### src/rtl/pn_pkg.sv
package pn_pkg;

    localparam int NP = 4;
    localparam int NT = 5;
    localparam int PW = $clog2(NP);
    localparam int PRIO_T = 3;

    typedef logic [NP-1:0] mark_t;
    typedef logic [NT-1:0] tvec_t;

    typedef enum logic [1:0] {
        G_ALWAYS  = 2'd0,
        G_INPUT   = 2'd1,
        G_INPUT_N = 2'd2,
        G_TIMER   = 2'd3
    } guard_e;

    typedef struct packed {
        mark_t           pre;
        mark_t           post;
        guard_e          guard;
        logic [PW-1:0]   tplace;
    } trans_t;

    localparam mark_t INIT_MARK = 4'b0001;

    function automatic trans_t mk(mark_t pre, mark_t post, guard_e g, int unsigned p);
        trans_t c;
        c.pre    = pre;
        c.post   = post;
        c.guard  = g;
        c.tplace = PW'(p);
        return c;
    endfunction

    // Transition table of the supervised net.
    function automatic trans_t net_cfg(int t);
        case (t)
            0:       return mk(4'b0001, 4'b0010, G_TIMER,   0);
            1:       return mk(4'b0010, 4'b0100, G_TIMER,   1);
            2:       return mk(4'b0100, 4'b0001, G_TIMER,   2);
            3:       return mk(4'b0001, 4'b1000, G_INPUT,   0);
            4:       return mk(4'b1000, 4'b0001, G_INPUT_N, 0);
            default: return mk('0, '0, G_ALWAYS, 0);
        endcase
    endfunction

    function automatic logic pre_ok(mark_t m, trans_t c);
        return (m & c.pre) == c.pre;
    endfunction

    function automatic logic guard_ok(trans_t c, logic in_bit, mark_t expired);
        case (c.guard)
            G_INPUT:   return in_bit;
            G_INPUT_N: return ~in_bit;
            G_TIMER:   return expired[c.tplace];
            default:   return 1'b1;
        endcase
    endfunction

    function automatic mark_t fire_next(mark_t m, trans_t c);
        return (m & ~c.pre) | c.post;
    endfunction

endpackage

### src/rtl/pn_place_timer.sv
module pn_place_timer #(
    parameter int TIMEOUT = 50
) (
    input  logic clk,
    input  logic rst,
    input  logic tick,
    input  logic marked,
    output logic expired
);
    localparam int CW = $clog2(TIMEOUT + 1);
    localparam logic [CW-1:0] LIMIT = CW'(TIMEOUT);

    logic [CW-1:0] cnt;

    always_ff @(posedge clk) begin
        if (rst || !marked) begin
            cnt <= '0;
        end else if (tick && cnt != LIMIT) begin
            cnt <= cnt + 1'b1;
        end
    end

    assign expired = marked && (cnt == LIMIT);

    // an empty place leaves its timer at zero on the next cycle
    a_r5_clear_when_empty: assert property (@(posedge clk) disable iff (rst)
        !marked |=> (cnt == '0));

    // the count moves only on tick cycles
    a_r4_tick_only: assert property (@(posedge clk) disable iff (rst)
        (marked && !tick) |=> $stable(cnt));

endmodule

### src/rtl/pn_fire_arbiter.sv
module pn_fire_arbiter
    import pn_pkg::*;
(
    input  mark_t marking,
    input  logic  in_bit,
    input  mark_t expired,
    output tvec_t enabled,
    output tvec_t fire
);
    for (genvar t = 0; t < NT; t++) begin : g_en
        localparam trans_t C = net_cfg(t);
        assign enabled[t] = pre_ok(marking, C) && guard_ok(C, in_bit, expired);
    end

    always_comb begin
        logic found;
        fire  = '0;
        found = 1'b0;
        if (enabled[PRIO_T]) begin
            fire[PRIO_T] = 1'b1;
        end else begin
            for (int t = 0; t < NT; t++) begin
                if (!found && enabled[t]) begin
                    fire[t] = 1'b1;
                    found   = 1'b1;
                end
            end
        end
    end

endmodule

### src/rtl/pn_out_map.sv
module pn_out_map
    import pn_pkg::*;
#(
    parameter int NOUT = 4,
    parameter logic [NOUT*NP-1:0] OUT_MASK = 16'b0101_0100_0010_0001
) (
    input  mark_t            marking,
    output logic [NOUT-1:0]  out_bits
);
    for (genvar k = 0; k < NOUT; k++) begin : g_out
        assign out_bits[k] = |(marking & OUT_MASK[k*NP +: NP]);
    end
endmodule

### src/rtl/pn_supervisor.sv
module pn_supervisor
    import pn_pkg::*;
#(
    parameter int TIMEOUT = 50,
    parameter int NOUT = 4,
    parameter logic [NOUT*NP-1:0] OUT_MASK = 16'b0101_0100_0010_0001
) (
    input  logic            clk,
    input  logic            rst,
    input  logic            tick,
    input  logic            in_bit,
    output logic [NOUT-1:0] out_bits,
    output logic [NP-1:0]   marking
);
    mark_t mark_q;
    mark_t mark_d;
    mark_t expired;
    tvec_t enabled;
    tvec_t fire;

    for (genvar p = 0; p < NP; p++) begin : g_timer
        pn_place_timer #(.TIMEOUT(TIMEOUT)) u_timer (
            .clk     (clk),
            .rst     (rst),
            .tick    (tick),
            .marked  (mark_q[p]),
            .expired (expired[p])
        );
    end

    pn_fire_arbiter u_arb (
        .marking (mark_q),
        .in_bit  (in_bit),
        .expired (expired),
        .enabled (enabled),
        .fire    (fire)
    );

    always_comb begin
        mark_d = mark_q;
        for (int t = 0; t < NT; t++) begin
            if (fire[t]) mark_d = fire_next(mark_q, net_cfg(t));
        end
    end

    always_ff @(posedge clk) begin
        if (rst) mark_q <= INIT_MARK;
        else     mark_q <= mark_d;
    end

    pn_out_map #(.NOUT(NOUT), .OUT_MASK(OUT_MASK)) u_out (
        .marking  (mark_q),
        .out_bits (out_bits)
    );

    assign marking = mark_q;

    // reset loads the initial marking
    a_r1_reset_init: assert property (@(posedge clk)
        rst |=> (marking == INIT_MARK));

    // never more than one firing per cycle
    a_r7_single_fire: assert property (@(posedge clk) disable iff (rst)
        $onehot0(fire));

    // the net keeps exactly one token
    a_r7_one_token: assert property (@(posedge clk) disable iff (rst)
        $countones(marking) == 1);

    // an enabled priority transition always wins
    a_r6_prio_wins: assert property (@(posedge clk) disable iff (rst)
        enabled[PRIO_T] |-> fire[PRIO_T]);

    // no firing means the marking holds
    a_r2_hold: assert property (@(posedge clk) disable iff (rst)
        (fire == '0) |=> $stable(marking));

    for (genvar t = 0; t < NT; t++) begin : g_chk
        localparam trans_t C = net_cfg(t);
        // a firing never takes a token from an empty place
        a_r2_no_underflow: assert property (@(posedge clk) disable iff (rst)
            fire[t] |-> ((marking & C.pre) == C.pre));
        // a firing never puts a second token in a marked place
        a_r2_no_overflow: assert property (@(posedge clk) disable iff (rst)
            fire[t] |-> ((marking & ~C.pre & C.post) == '0));
    end

endmodule

### config.mk
export PLATFORM = sky130hd
export DESIGN_NAME = pn_supervisor
export DESIGN_NICKNAME = d
export VERILOG_FILES = /design/src/rtl/pn_pkg.sv /design/src/rtl/pn_place_timer.sv /design/src/rtl/pn_fire_arbiter.sv /design/src/rtl/pn_out_map.sv /design/src/rtl/pn_supervisor.sv
export SDC_FILE = /design/constraint.sdc
export NUM_CORES = 1
export LEC_CHECK = 0
export ABC_CLOCK_PERIOD_IN_PS = 1650
export CORE_AREA = 8 8 58 60
export CTS_CLUSTER_SIZE = 10
export DETAILED_ROUTE_END_ITERATION = 7
export DIE_AREA = 0 0 66 68
export PLACE_DENSITY = 0.69
export SKIP_LAST_GASP = 1
export SYNTH_ARGS = -nofsm -noshare
export SYNTH_HDL_FRONTEND = slang
export SYNTH_SLANG_ARGS = --single-unit
export TNS_END_PERCENT = 50
### constraint.sdc
create_clock -name clk -period 1.65 [get_ports clk]
set_clock_uncertainty 0.05 [all_clocks]
set_input_delay 0.33 -clock clk [delete_from_list [all_inputs] [get_ports clk]]
set_output_delay 0.33 -clock clk [all_outputs]
set_load 0.01 [all_outputs]
==> summary.txt <==
Power and ir drop
  • Pint: between 0.7 and 0.8 mW
  • Sw Share: 0.2263
  • Leak: 0.5847 nW
  • Worst vdd ir: between 0.4 and 0.5 mV
  • Power Density: 667.1 nW/um^2
  • Logic pwr share: 0.086
  • Switching Power: around 0.21 mW
  • Clock Power Share: 0.326
  • Seq pwr share: 0.588

Worst setup path
  • CP bufs+invs: 1
  • Crit path cell chain: clkdlybuf4s50_1
  • CP max stage delay: ~540 ps
  • R2r setup slk: around 150 ps
  • CP Capture Type: primary output
  • WS Path Type: flop to primary output
  • Required @ worst endpoint: 1270 ps
  • Worst Path Arrival: roughly 1300 ps
  • Critical path's top delay family: buffers and inverters
  • Type of origin of the critical path: flop
  • Worst-path maximum fanout: 7
  • Slowest cell on the critical path: clkdlybuf4s50_1

Clock network
  • CTS tree: built
  • Clk Latency, worst-skew pair: ~310 ps
  • CTS root buf: clkbuf_4
  • Clock Tree Buf Depth: 2
  • H-tree depth: 1
  • Clk pin slew, worst setup/hold paths: between 100 and 150 ps
  • Sink Count: 22
  • Num CTS Buffers: 3

Detailed routing
  • DR WL/cell: 12.18 um
  • Detail Route Antenna Nets: 0
  • Final WL: 2119 um
  • Via/cell ratio: ~5.3
  • Remaining DRCs: 0
  • Vias: 921
  • Initial DRC count: 21
  • Router iterations before antenna repair: 4

Synthesis
  • Yosys warning count: 0
  • Ys flop type: dfxtp_1
  • Top-count cell post-synth: dfxtp_1
  • Commonest cells post-synth: 22 x dfxtp_1, 15 x nor2_1, 8 x buf_4, 8 x nand2_1
  • Syn Inst Count: around 130
  • Post-synth EDFFs: 0
  • Yosys reg bits: 22
  • Netlist cell types: 36
  • Dominant cells by area after synthesis: dfxtp_1 38%, ha_1 6.4%, xor2_1 5.2%
  • Yosys top cell by area: dfxtp_1
  • Mapped Area: between 1000 and 1500 um^2
  • Sequential fraction of the synthesis area: 0.3765
  • Syn nets: ~140
  • Synthesized area per cell: roughly 9 um^2
  • Top cell type's share of synthesized area: 0.3765
  • Asr flop ratio synth: 0

STA
  • Slack of the critical path: ~14 ps
  • Final Hold Fails: 0
  • Slew Limit Fails: 0
  • Fmax: 611.2 MHz
  • Final worst path period need: between 1500 and 2000 ps
  • Final Setup Violations: 0
  • Final Hold Slack: about 440 ps
  • Final Cycle Share: 0.9916
  • Slew margin rel.: 0.7813
  • RSZ-0062 raised after global routing: true
  • Slew @ Worst Pin: between 300 and 400 ps

Global route
  • Gr usage total: 0.09698
  • Initial antenna violation count: 0
  • Overflow after GRT: 0
  • Number of global-route vias before repair: 830
  • Largest net degree at the start of global routing: 13
  • First-pass GRT wire length: ~3500 um

Placement
  • RD Place Congestion: 0.7695
  • DP Worst Slack: -87.10 ps
  • HPWL after detailed placement: roughly 1600 um
  • # port buffers: 11
  • Placed Cells: 170

Finish
  • Fin nets: between 150 and 200
  • Layout cells sized above 1: 0.2028
  • N_diodes: 0
  • Area of the multi-input gates: around 630 um^2
  • Filler cells: around 250
  • Sequential cell area: roughly 450 um^2
  • Area delta synth->final: 17.97%
  • Final Non-Filler Cells: 174

Floorplanning
  • Starting Density: 0.4557
  • Placeable Area: 2567 um^2
  • Placement Rows: 19
  • Die W: roughly 66 um
  • Die area: roughly 4500 um^2
  • # IOs: 12
  • Die height: 68 um

Min path
  • Hold crit path type: flop to flop

Run
  • Maxcap violations: 0

Status
  • Outcome: completed
-- stage by stage --
step / TNS, ps / utilization / power, mW / cell area (um^2)
5_1_grt: -112.4 / 0.5375 / 0.9624 / 1380
4_1_cts: -116.6 / 0.5331 / 0.9340 / 1369
2_1_floorplan: 0 / - / 0.6054 / 1170
6_report: 0 / 0.5375 / 0.9207 / 1380
3_5_place_dp: -179.8 / 0.5200 / 0.6398 / 1335
3_3_place_gp: -91.30 / 0.5200 / 0.6376 / 1335
-- worst reg2reg max path, cell delays in order (launching register included) --
cell,delay [ps]
dfxtp_1,330
inv_1,50
ha_1,200
nand4b_4,150
nor3b_4,280
nor2_2,50
a221o_1,300
-- layer usage --
layer,wire [um],GRT usage,share of wire,vias up
li1,-,-,-,472
met2,1035,0.1754,0.49,13
met3,93,0.02455,0.044,4
met5,0,0,0,-
met4,23,0.04000,0.011,0
met1,967,0.1063,0.46,432
-- power groups by stage --
stage | combinational (mW) | sequential (mW) | clock, mW
6_report | 0.0793 | 0.542 | 0.300
5_1_grt | 0.0870 | 0.544 | 0.332
2_1_floorplan | 0.0510 | 0.554 | 0
3_3_place_gp | 0.0827 | 0.555 | 0
3_5_place_dp | 0.0843 | 0.555 | 0
4_1_cts | 0.0804 | 0.544 | 0.310
-- sequential cells by signal (all words and copies together), names as in the netlist --
name / cells
marking: 4
g_timer.u_timer.cnt: 18
-- path summary, 6_finish.rpt --
check,from,end,depth (start not counted)
max,marking[2],out_bits[2],1
min,g_timer[2].u_timer.cnt[5],g_timer[2].u_timer.cnt[5],2
min reg2reg,g_timer[2].u_timer.cnt[5],g_timer[2].u_timer.cnt[5],2
max reg2reg,g_timer[1].u_timer.cnt[0],marking[0],6
-- what timing repair did --
| action | 4_1_cts | 5_1_grt |
|---|---|---|
| setup endpoints to repair | 7 | 6 |
| setup buffers | 0 | 0 |
| resized for setup | 4 | 5 |
| hold buffers | 0 | 0 |
-- kinds of logic (layout without fill, tap and decap cells) --
logic type	count (synthesis)	count (layout)	synth area share
flops	22	22	0.3765
fa+ha+maj	6	6	0.06417
simple gates	43	43	0.2246
xor+xnor	10	10	0.07487
buf+inv	18	34	0.08556
compound gates	28	28	0.1743
-- cell type report --
type / instances / share of cell area
flip-flops and latches: 22 / 0.3228
multi-input cells: 87 / 0.4560
clock buffers: 4 / 0.02629
inverters: 7 / 0.01904
repair buffers: 23 / 0.1478
well taps: 31 / 0.02811
-- placed cells by master, fill, tap and decap left out, drive strengths merged, types with 2 or more instances in the layout --
cell,count
and4bb,2
o211ai,2
o21ai,5
nand4b,2
ha,6
clkdlybuf4s50,5
nand3,3
a211oi,5
clkbuf,4
a31oi,3
dlygate4sd2,3
xnor2,3
a21boi,2
buf,12
inv,7
a21oi,6
dlymetal6s2s,3
nand4,6
dfxtp,22
xor2,7
or3,3
nor2,16
nand2,8
No activity file was read; power rests on OpenSTA's default activity.
